File: config.mk
export PLATFORM = sky130hd
export DESIGN_NAME = chip_select_matcher
export DESIGN_NICKNAME = d
export VERILOG_FILES = /design/src/rtl/csm_pkg.sv /design/src/rtl/csm_ctrl.sv /design/src/rtl/csm_datapath.sv /design/src/rtl/chip_select_matcher.sv
export SDC_FILE = /design/constraint.sdc
export NUM_CORES = 1
export LEC_CHECK = 0
export ABC_AREA = 1
export BUFFER_PORTS_ARGS = -buffer_cell sky130_fd_sc_hd__buf_2
export CELL_PAD_IN_SITES_DETAIL_PLACEMENT = 1
export CELL_PAD_IN_SITES_GLOBAL_PLACEMENT = 1
export CORE_AREA = 2 2 319 321
export DETAILED_ROUTE_END_ITERATION = 7
export DIE_AREA = 0 0 321 323
export GPL_TIMING_DRIVEN = 1
export PLACE_DENSITY = 0.45
export SKIP_CTS_REPAIR_TIMING = 1
export SLEW_MARGIN = 15
export SYNTH_ARGS = -nofsm -noshare
export SYNTH_HDL_FRONTEND = slang
export SYNTH_HIERARCHICAL = 1
export SYNTH_SLANG_ARGS = --single-unit
File: constraint.sdc
create_clock -name clk -period 1.2 [get_ports clk]
set_input_delay 0.24 -clock clk [delete_from_list [all_inputs] [get_ports clk]]
set_output_delay 0.24 -clock clk [all_outputs]
set_load 0.005 [all_outputs]
File: src/rtl/csm_pkg.sv
package csm_pkg;
  parameter int CsCount = 8;
  localparam int CsIdxW = $clog2(CsCount);
  localparam int MaskCount = CsCount / 2;

  typedef struct packed {
    logic                hit;
    logic                redirect;
    logic [CsIdxW-1:0]   hitIdx;
    logic [CsIdxW-1:0]   spareIdx;
  } csm_strobe_t;
endpackage

File: src/rtl/csm_ctrl.sv
module csm_ctrl
  import csm_pkg::*;
#(
  parameter int NUM_CH  = 2,
  localparam int CH_W   = (NUM_CH > 1) ? $clog2(NUM_CH) : 1,
  localparam int SPARE_W = 4 + 4 * NUM_CH
) (
  input  logic [CsCount-1:0] matchVec,
  input  logic [CsCount-1:0] spareVec,
  input  logic [CH_W-1:0]    chanSel,
  input  logic [SPARE_W-1:0] spareCtl,
  output csm_strobe_t        strobes
);
  logic [CsIdxW-1:0] firstHit;
  logic [CsIdxW-1:0] firstSpare;
  logic              anySpare;
  logic              swapDone;
  logic [2:0]        failedCs;

  // Lowest-index encoders: walk downward so the smallest index is assigned last.
  always_comb begin
    firstHit   = '0;
    firstSpare = '0;
    anySpare   = 1'b0;
    for (int i = CsCount - 1; i >= 0; i--) begin
      if (matchVec[i]) firstHit = CsIdxW'(i);
      if (spareVec[i]) begin
        firstSpare = CsIdxW'(i);
        anySpare   = 1'b1;
      end
    end
  end

  // Per-channel swap status fields; positions are fixed by the control-word layout.
  always_comb begin
    swapDone = spareCtl[1 + 2 * chanSel];
    failedCs = spareCtl[4 + 4 * chanSel +: 3];
  end

  always_comb begin
    strobes.hit      = |matchVec;
    strobes.hitIdx   = firstHit;
    strobes.spareIdx = firstSpare;
    strobes.redirect = strobes.hit && swapDone && anySpare &&
                       (3'(firstHit) == failedCs);
  end
endmodule

File: src/rtl/csm_datapath.sv
module csm_datapath
  import csm_pkg::*;
#(
  parameter int          NUM_CH     = 2,
  parameter int          ADDR_W     = 40,
  parameter int          REG_W      = 32,
  parameter logic [31:0] FIELD_MASK = 32'h1FFF_FFE0,
  localparam int CH_W    = (NUM_CH > 1) ? $clog2(NUM_CH) : 1,
  localparam int BASE_W  = NUM_CH * CsCount * REG_W,
  localparam int MASK_W  = NUM_CH * MaskCount * REG_W,
  localparam int DIMM_W  = CsIdxW - 1
) (
  input  logic              clk,
  input  logic              rstN,
  input  logic [ADDR_W-1:0] chanAddr,
  input  logic [CH_W-1:0]   chanSel,
  input  logic              gangMode,
  input  logic [BASE_W-1:0] csBaseFlat,
  input  logic [MASK_W-1:0] csMaskFlat,
  input  csm_strobe_t       strobes,
  output logic [CsCount-1:0] matchVec,
  output logic [CsCount-1:0] spareVec,
  output logic [CsIdxW-1:0] csOut,
  output logic [DIMM_W-1:0] dimmOut,
  output logic              found
);
  logic [CH_W-1:0]   effChan;
  logic [REG_W-1:0]  addrField;
  logic [CsIdxW-1:0] nextCs;

  assign effChan   = gangMode ? '0 : chanSel;
  assign addrField = REG_W'(chanAddr >> 8);

  for (genvar g = 0; g < CsCount; g++) begin : g_rank
    logic [REG_W-1:0] baseReg;
    logic [REG_W-1:0] maskReg;
    logic [REG_W-1:0] careBits;
    assign baseReg  = csBaseFlat[(effChan * CsCount + g) * REG_W +: REG_W];
    assign maskReg  = csMaskFlat[(effChan * MaskCount + g / 2) * REG_W +: REG_W];
    assign careBits = REG_W'(FIELD_MASK) & ~maskReg;
    assign matchVec[g] = baseReg[0] && ((addrField & careBits) == (baseReg & careBits));
    assign spareVec[g] = baseReg[1];
  end

  assign nextCs = !strobes.hit    ? '0 :
                  strobes.redirect ? strobes.spareIdx : strobes.hitIdx;

  always_ff @(posedge clk or negedge rstN) begin
    if (!rstN) begin
      found   <= 1'b0;
      csOut   <= '0;
      dimmOut <= '0;
    end else begin
      found   <= strobes.hit;
      csOut   <= nextCs;
      dimmOut <= nextCs[CsIdxW-1:1];
    end
  end
endmodule

File: src/rtl/chip_select_matcher.sv
module chip_select_matcher
  import csm_pkg::*;
#(
  parameter int          NUM_CH     = 2,
  parameter int          ADDR_W     = 40,
  parameter int          REG_W      = 32,
  parameter logic [31:0] FIELD_MASK = 32'h1FFF_FFE0,
  localparam int CH_W    = (NUM_CH > 1) ? $clog2(NUM_CH) : 1,
  localparam int BASE_W  = NUM_CH * CsCount * REG_W,
  localparam int MASK_W  = NUM_CH * MaskCount * REG_W,
  localparam int SPARE_W = 4 + 4 * NUM_CH,
  localparam int DIMM_W  = CsIdxW - 1
) (
  input  logic               clk,
  input  logic               rstN,
  input  logic [ADDR_W-1:0]  chanAddr,
  input  logic [CH_W-1:0]    chanSel,
  input  logic               gangMode,
  input  logic [BASE_W-1:0]  csBaseFlat,
  input  logic [MASK_W-1:0]  csMaskFlat,
  input  logic [SPARE_W-1:0] spareCtl,
  output logic [CsIdxW-1:0]  csOut,
  output logic [DIMM_W-1:0]  dimmOut,
  output logic               found
);
  csm_strobe_t        strb;
  logic [CsCount-1:0] matchVec;
  logic [CsCount-1:0] spareVec;

  csm_datapath #(
    .NUM_CH(NUM_CH), .ADDR_W(ADDR_W), .REG_W(REG_W), .FIELD_MASK(FIELD_MASK)
  ) u_dp (
    .clk(clk), .rstN(rstN), .chanAddr(chanAddr), .chanSel(chanSel),
    .gangMode(gangMode), .csBaseFlat(csBaseFlat), .csMaskFlat(csMaskFlat),
    .strobes(strb), .matchVec(matchVec), .spareVec(spareVec),
    .csOut(csOut), .dimmOut(dimmOut), .found(found)
  );

  csm_ctrl #(.NUM_CH(NUM_CH)) u_ctrl (
    .matchVec(matchVec), .spareVec(spareVec), .chanSel(chanSel),
    .spareCtl(spareCtl), .strobes(strb)
  );
endmodule

==> flow_summary.json, run 1 <==
{
  "status": "finished with violations",
  "core_mm2": 0.101,
  "period_needed_ns": 2.98,
  "grt_pass1_wl_um": 150000,
  "synth_top_area_cell": "nand2_1",
  "post-route-period-util_pct": 248,
  "clock-sinks": 4,
  "chipWidth_um": 321,
  "start_util_pct": 10.8,
  "grt_pass1_vias": 19700,
  "max_freq_ghz": 0.335,
  "grt_setup_unrepaired": "true",
  "first_iter_violations": 1021,
  "syn_area_mm2": 0.0109,
  "cts.clk_slew.worst_paths_ns": 0.04,
  "clk_path_buf_depth": 2,
  "synthTopCellsByArea": "nand2_1 (37%), nand3_1 (21%), inv_1 (15%)",
  "synth_cell_types": 25,
  "leakagePower_nw": 12.5,
  "syn_nets": 3429,
  "syn_avg_cell_area_um2": 4.18,
  "route.detailed.drc": 0,
  "row_count": 117,
  "cts_tree": "built",
  "required_ns": 1.31,
  "final_nets": 4349,
  "critPathKind": "in -> reg",
  "endpoint_kind": "flip-flop",
  "tightest_slew_ns": 0.571,
  "total_power_mw": 9.13,
  "arrival_ns": 3.09,
  "finalHoldViolations": 0,
  "ys_seq_elements": 4,
  "synth_top_area_share_pct": 36.7,
  "cts_buffers": 3,
  "pre_cts_ws_ns": -2.61,
  "min_path_type": "in -> async",
  "dp_hpwl_um": 103000,
  "maxCapViolCount": 0,
  "placed_area_mm2": 0.0181,
  "antenna_found_initial": 84,
  "area_growth_syn_to_layout_pct": 88.8,
  "dp.cells": 4763,
  "synthCells": 2605,
  "via_count": 20000,
  "cts_root_buffer": "clkbuf_16",
  "die_y_um": 323,
  "nFillCells": 13200,
  "routed_wl_um": 119000,
  "worst_slack_ns": -1.78,
  "gr-usage-all-layers_pct": 20.8,
  "drive_above_1_share_pct": 37.0,
  "drtAntennaViolNets": 0,
  "setup_violations": 4,
  "synth_warnings": 6,
  "grt-ovfl-total": 0,
  "relSlewSlack_pct": 61.6,
  "grt_max_degree": 46,
  "yosysSeqAreaShare_pct": 0.920,
  "final_cells": 4851,
  "wire_per_inst_um": 24.5,
  "drv_slew": 0,
  "final_area_mm2": 0.0205,
  "io_buffers": 649,
  "via_per_inst": 4.11,
  "failed_checks": "negative setup slack",
  "tns_ns": -6.60,
  "start_kind": "input port",
  "powerDensity_mw_per_mm2": 444,
  "vdd_ir_drop_max_v": 0.000383,
  "h-tree-depth": 1,
  "first_pass_iters": 5,
  "critPathMaxFanout": 6,
  "ios": 830,
  "gp_congestion": 0.897,
  "die_area_mm2": 0.104
}
## metrics by stage
stage | hold slack, ns | utilization (%)
final | 0.382 | 20.4
after global placement | 0.0701 | 18.0
after global routing | 0.396 | 20.4
after CTS | -0.178 | 18.1
after floorplan | -0.0556 | -
after detailed placement | 0.0698 | 18.0
## metal layers
metal | GRT usage [%] | vias to the layer above | routed length [um]
li1 | - | 9781 | -
met1 | 27.1 | 9363 | 53400
met2 | 35.7 | 574 | 55100
met3 | 5.15 | 148 | 8060
met4 | 1.94 | 88 | 1640
met5 | 0 | - | 563
## critical path, stage by stage
cell      delay [ns]
buf_12          0.11
clkinv_8        0.06
nand2_8         0.12
buf_16          0.18
buf_12          0.14
buf_12          0.14
buf_8           0.13
o21ai_4         0.15
nor2_1          0.07
nor2_1          0.09
nand2_1         0.06
nor2_2          0.17
nand3_2         0.16
nor2_1          0.11
buf_4           0.12
inv_2           0.03
nand2_1         0.05
nand2_1         0.06
nand2_2         0.09
nand2_2         0.06
nand2_1         0.05
nand2_1         0.07
nor2_2          0.12
nand3_2         0.10
nor2_4          0.16
inv_2           0.07
nor2_1          0.10
nor2_1          0.04
## path summary, 6_finish.rpt
check | from | to | slack [ns] | depth (start not counted)
min | rstN | u_dp/found | 0.38 | 2
max | gangMode | u_dp/csOut[1] | -1.78 | 28
max in group asynchronous | rstN | u_dp/csOut[1] | 0.67 | 2
min in group clk | csBaseFlat[257] | u_dp/csOut[0] | 0.61 | 7
## synthesized netlist by cell type
master and count:
o211ai_1 5, and2_1 11, nand3b_1 18, inv_1 430
nor2b_1 3, nor3_1 1, nor2_2 1, nand2_2 1
clkbuf_1 36, xor2_1 1, mux2i_1 1, a21oi_1 4
inv_2 1, nor2_1 353, nand3_1 461, or2_2 2
buf_2 85, dfrtp_1 4, buf_4 5, nand2_1 1063
nor2_4 1, o21ai_1 2, o21ai_0 102, nand4_1 11
buf_1 3
## report_power, final
group	leakage [nW]	switching, mW	internal, mW	total [mW]
registers	0.0559	0.000158	0.136	0.136
logic	12.4	5.00	3.45	8.45
clock network	0.0371	0.120	0.429	0.549
## logic make-up (layout without fill, tap and decap cells)
kind of cell,after synthesis,after routing,synth area share [%]
and+or+nand+nor,1926,1926,73.1
buffers and inverters,560,1478,20.5
AOI/OAI and AO/OA,113,113,5.31
DFF,4,4,0.920
xor gates and xnor gates,1,1,0.0805
muxes,1,1,0.0920
other,0,19,0
## sequential cells by signal, summed over array words and instances (netlist names)
signal	flops
u_dp/csOut	3
u_dp/found	1
## layout by cell type (no fill, tap or decap), types with 19 or more instances in the layout
cell type / n
nand2_1: 976
buf_2: 647
inv_1: 424
nand3_1: 408
buf_4: 287
nor2_1: 274
nand2_2: 78
nor2_2: 60
nand3_2: 48
o21ai_0: 44
buf_12: 41
o21ai_1: 36
clkbuf_16: 27
buf_6: 24
nor2_4: 21
o21ai_2: 20
diode_2: 19
## final cells by class
class                   count  area, um^2  share of cell area, %
diodes                     19        47.5                  0.231
clock buffers               3        75.1                  0.365
inverters                 431        1630                   7.94
multi-input cells        2041        9560                   46.5
flip-flops and latches      4         100                  0.487
well taps                1309        1640                   7.97
repair buffers           1044        7490                   36.5
Power figures use the tool's default switching activity.
==> run 2: changes to the inputs <==
--- a/config.mk
+++ b/config.mk
@@ -13,7 +13,7 @@
 export DETAILED_ROUTE_END_ITERATION = 7
 export DIE_AREA = 0 0 321 323
 export GPL_TIMING_DRIVEN = 1
-export PLACE_DENSITY = 0.45
+export PLACE_DENSITY = 0.47
 export SKIP_CTS_REPAIR_TIMING = 1
 export SLEW_MARGIN = 15
 export SYNTH_ARGS = -nofsm -noshare
==> constraint.sdc (replaced) <==
create_clock -name clk -period 2.7 [get_ports clk]
set_input_delay 0.54 -clock clk [delete_from_list [all_inputs] [get_ports clk]]
set_output_delay 0.54 -clock clk [all_outputs]
set_load 0.005 [all_outputs]
==> flow_summary.json, run 2 (synthesis results as in run 1) <==
{
  "hold-worst-slack_ns": 0.121,
  "area_growth_syn_to_layout_pct": 90.3,
  "pre_cts_ws_ns": -1.58,
  "tightest_slew_ns": 0.706,
  "chipWidth_um": 321,
  "relSlewSlack_pct": 52.4,
  "finalHoldViolations": 0,
  "total_power_mw": 4.07,
  "arrival_ns": 3.44,
  "gp_congestion": 0.889,
  "drive_above_1_share_pct": 37.7,
  "max_freq_ghz": 0.299,
  "first_iter_violations": 1125,
  "die_y_um": 323,
  "leakagePower_nw": 12.5,
  "antenna_found_initial": 109,
  "powerDensity_mw_per_mm2": 196,
  "utilization_pct": 20.6,
  "critPathKind": "in -> reg",
  "ios": 830,
  "critPathLaunch": "gangMode",
  "critPathMaxFanout": 5,
  "via_count": 20100,
  "worst_slack_ns": -0.647,
  "first_pass_iters": 5,
  "drv_slew": 0,
  "final_common_cell": "nand2_1",
  "cts_root_buffer": "clkbuf_16",
  "via_per_inst": 4.14,
  "largest_register_ffs": 3,
  "routed_wl_um": 121000,
  "status": "finished with violations",
  "min_path_type": "in -> async",
  "final_nets": 4356,
  "start_kind": "input port",
  "required_ns": 2.80,
  "die_area_mm2": 0.104,
  "maxCapViolCount": 0,
  "io_buffers": 649,
  "cts_buffers": 3,
  "nFillCells": 13200,
  "failed_checks": "negative setup slack",
  "clock-sinks": 4,
  "row_count": 117,
  "crit_path_end": "u_dp/csOut[0]",
  "grt_pass1_wl_um": 152000,
  "drtAntennaViolNets": 0,
  "final_cell_mix": "nand2_1 (953), buf_2 (648), inv_1 (426)",
  "post-route-period-util_pct": 124,
  "start_util_pct": 10.8,
  "route.detailed.drc": 0,
  "cts_tree": "built",
  "vdd_ir_drop_max_v": 0.0000870,
  "gr-usage-all-layers_pct": 21.1,
  "tns_ns": -1.98,
  "wire_per_inst_um": 24.8,
  "top_register": "u_dp/csOut",
  "core_mm2": 0.101,
  "grt-ovfl-total": 0,
  "period_needed_ns": 3.35,
  "grt_max_degree": 40,
  "clk_path_buf_depth": 2,
  "h-tree-depth": 1,
  "grt_pass1_vias": 19800,
  "setup_violations": 4,
  "grt_setup_unrepaired": "true",
  "dp_hpwl_um": 105000,
  "endpoint_kind": "flip-flop",
  "cts.clk_slew.worst_paths_ns": 0.03,
  "reg.largest.list": "u_dp/csOut x3, u_dp/found x1"
}
run 2: changes by cell type in the layout (fill, tap and decap cells not counted), moves of 9 or more:
cell / before / now
nand3_1: 408 / 394
nand2_2: 78 / 89
buf_4: 287 / 300
o21ai_0: 44 / 69
o21ai_2: 20 / 6
nor2_4: 21 / 30
diode_2: 19 / 30
nand2_4: 9 / 20
nand2_1: 976 / 953
run 2: where the power goes:
group	switching, mW	leakage (nW)	internal [mW]
Clock	0.0401	0.0372	0.189
Combinational	2.25	12.4	1.53
Sequential	0.000165	0.0559	0.0607
run 2: worst min path at each step:
stage	slack, ns	end	cells after the start	start
3_5_place_dp	0.35	u_dp/csOut[1]	1	rstN
3_3_place_gp	0.35	u_dp/found	1	rstN
2_1_floorplan	0.24	u_dp/csOut[0]	0	rstN
6_report	0.12	u_dp/csOut[1]	1	rstN
5_1_grt	0.12	u_dp/csOut[1]	1	rstN
4_1_cts	0.12	u_dp/csOut[1]	1	rstN
run 2: per-stage QoR:
step	std cells	instance area, um^2
after floorplan	2605	10900
after global placement	4780	18200
after detailed placement	4780	18200
after CTS	4783	18200
after global routing	4853	20700
final	4869	20700
run 2: area by class of cell:
type,instances,area (um^2),area share [%]
antenna,30,75.1,0.363
clock buffer,3,75.1,0.363
tap,1309,1640,7.91
multi-input combinational,2042,9780,47.2
inverter,431,1650,7.95
sequential,4,100,0.484
timing repair buffer,1050,7390,35.7
run 2: critical path, stage by stage:
cell     delay [ns]
buf_12         0.12
buf_6          0.11
nor2_4         0.12
buf_12         0.14
buf_8          0.12
buf_6          0.13
nand2_1        0.06
nand2_1        0.20
nor2_1         0.17
nor2_2         0.18
nand2_1        0.07
nor2_1         0.14
nand3_2        0.13
nor2_4         0.11
nor2_2         0.05
buf_4          0.13
nand4_1        0.13
nand3_1        0.09
nor2_1         0.14
nand3_2        0.11
nor2_4         0.18
inv_2          0.08
nor2_2         0.11
nor2_1         0.05
run 2: layer usage:
metal	vias up	routed length (um)	track usage (%)
li1	9808	-	-
met1	9367	51900	26.5
met2	677	56900	36.3
met3	196	9170	6.10
met4	94	2060	2.85
met5	-	559	0
==> run 3: changes to the inputs <==
--- a/config.mk
+++ b/config.mk
@@ -9,11 +9,11 @@
 export BUFFER_PORTS_ARGS = -buffer_cell sky130_fd_sc_hd__buf_2
 export CELL_PAD_IN_SITES_DETAIL_PLACEMENT = 1
 export CELL_PAD_IN_SITES_GLOBAL_PLACEMENT = 1
-export CORE_AREA = 2 2 319 321
+export CORE_AREA = 2 2 323 325
 export DETAILED_ROUTE_END_ITERATION = 7
-export DIE_AREA = 0 0 321 323
+export DIE_AREA = 0 0 325 327
 export GPL_TIMING_DRIVEN = 1
-export PLACE_DENSITY = 0.47
+export PLACE_DENSITY = 0.44
 export SKIP_CTS_REPAIR_TIMING = 1
 export SLEW_MARGIN = 15
 export SYNTH_ARGS = -nofsm -noshare
==> constraint.sdc (replaced) <==
create_clock -name clk -period 3.13 [get_ports clk]
set_input_delay 0.626 -clock clk [delete_from_list [all_inputs] [get_ports clk]]
set_output_delay 0.626 -clock clk [all_outputs]
set_load 0.005 [all_outputs]
==> flow_summary.json, run 3 (synthesis results as in run 1) <==
{
  "final_common_cell": "nand2_1",
  "crit_top_cell": "nand2_2",
  "tightest_slew_ns": 0.704,
  "gp_congestion": 0.890,
  "cts.clk_slew.worst_paths_ns": 0.03,
  "route.detailed.drc": 0,
  "critPathMaxFanout": 7,
  "final_nets": 4288,
  "grt_max_degree": 36,
  "gr-usage-all-layers_pct": 20.9,
  "required_ns": 3.24,
  "failed_checks": "negative setup slack",
  "chipWidth_um": 325,
  "cts_buffers": 3,
  "core_mm2": 0.103,
  "crit_path_end": "u_dp/csOut[0]",
  "row_count": 118,
  "dp_hpwl_um": 106000,
  "routed_wl_um": 119000,
  "grt_setup_unrepaired": "true",
  "area_growth_syn_to_layout_pct": 80.7,
  "wire_per_inst_um": 24.4,
  "grt_pass1_wl_um": 155000,
  "status": "finished with violations",
  "ios": 830,
  "period_needed_ns": 3.36,
  "max_freq_ghz": 0.297,
  "reg.largest.list": "u_dp/csOut x3, u_dp/found x1",
  "min_path_type": "in -> async",
  "critPathLaunch": "chanSel",
  "cts_root_buffer": "clkbuf_16",
  "start_util_pct": 10.6,
  "top_register": "u_dp/csOut",
  "relSlewSlack_pct": 52.6,
  "grt_pass1_vias": 19900,
  "drive_above_1_share_pct": 34.3,
  "final_area_mm2": 0.0197,
  "drv_slew": 0,
  "maxCapViolCount": 0,
  "setup_violations": 3,
  "drtAntennaViolNets": 0,
  "critPathKind": "in -> reg",
  "clk_path_buf_depth": 2,
  "die_y_um": 327,
  "first_iter_violations": 1112,
  "powerDensity_mw_per_mm2": 169,
  "first_pass_iters": 5,
  "clock-sinks": 4,
  "vdd_ir_drop_max_v": 0.0000920,
  "antenna_found_initial": 122,
  "die_area_mm2": 0.106,
  "critPathMaxStageDelay_ns": 0.21,
  "worst_slack_ns": -0.232,
  "via_per_inst": 4.05,
  "final_cell_mix": "nand2_1 (981), buf_2 (647), inv_1 (425)",
  "grt-ovfl-total": 0,
  "total_power_mw": 3.32,
  "placed_area_mm2": 0.0179,
  "post-route-period-util_pct": 107,
  "finalHoldViolations": 0,
  "endpoint_kind": "flip-flop",
  "crit_slowest_cell": "buf_4",
  "h-tree-depth": 1,
  "arrival_ns": 3.47,
  "leakagePower_nw": 12.1,
  "largest_register_ffs": 3,
  "via_count": 19700,
  "start_kind": "input port",
  "io_buffers": 649,
  "cts_tree": "built"
}
## run 3: changes by cell type in the layout (fill, tap and decap cells not counted), sizes merged
| cell | before | now |
|---|---|---|
| inv | 430 | 429 |
| clkinv | 1 | 2 |
| nand2 | 1065 | 1064 |
| diode | 30 | 24 |
| clkbuf | 21 | 17 |
| buf | 1032 | 969 |
## run 3: power by group
| group | switching (mW) | internal [mW] |
|---|---|---|
| combinational | 1.85 | 1.21 |
| sequential | 0.0000894 | 0.0523 |
| clock | 0.0423 | 0.164 |
## run 3: worst min path at each step
stage / startpoint / end / slack [ns] / cells after the start
after floorplan: rstN / u_dp/csOut[0] / 0.33 / 0
after global placement: rstN / u_dp/found / 0.45 / 1
after detailed placement: rstN / u_dp/found / 0.45 / 1
after CTS: rstN / u_dp/found / 0.21 / 1
after global routing: rstN / u_dp/found / 0.21 / 1
final: rstN / u_dp/found / 0.21 / 1
## run 3: through the flow
step	cells	TNS [ns]	util [%]	hold slack [ns]	setup WS [ns]
floorplan	2605	0	-	0.330	0.350
global placement	4805	-2.75	17.4	0.447	-0.876
detailed placement	4805	-2.66	17.4	0.450	-0.837
CTS	4808	-1.80	17.5	0.209	-0.610
global route	4850	-1.29	19.1	0.210	-0.438
finish	4866	-0.676	19.1	0.210	-0.232
## run 3: critical path: cells and delay by family
family                 cells  cell delay, ns
AO/OA/AOI/OAI              1            0.19
AND/OR/NAND/NOR           18            1.78
buffers and inverters      7            0.87
## run 3: area by class of cell
type	count	area (um^2)
fill	13500	83200
multi-input combinational	2041	9400
timing repair buffer	983	6650
tap	1380	1730
inverter	431	1640
sequential	4	100
clock buffer	3	75.1
antenna	24	60.1
## run 3: metal layers
layer	vias to the layer above	wire [um]	global-route usage (%)
met3	195	7580	4.80
met1	9133	52900	26.9
met4	90	1570	1.34
met2	639	56100	36.6
met5	-	567	0
li1	9659	-	-
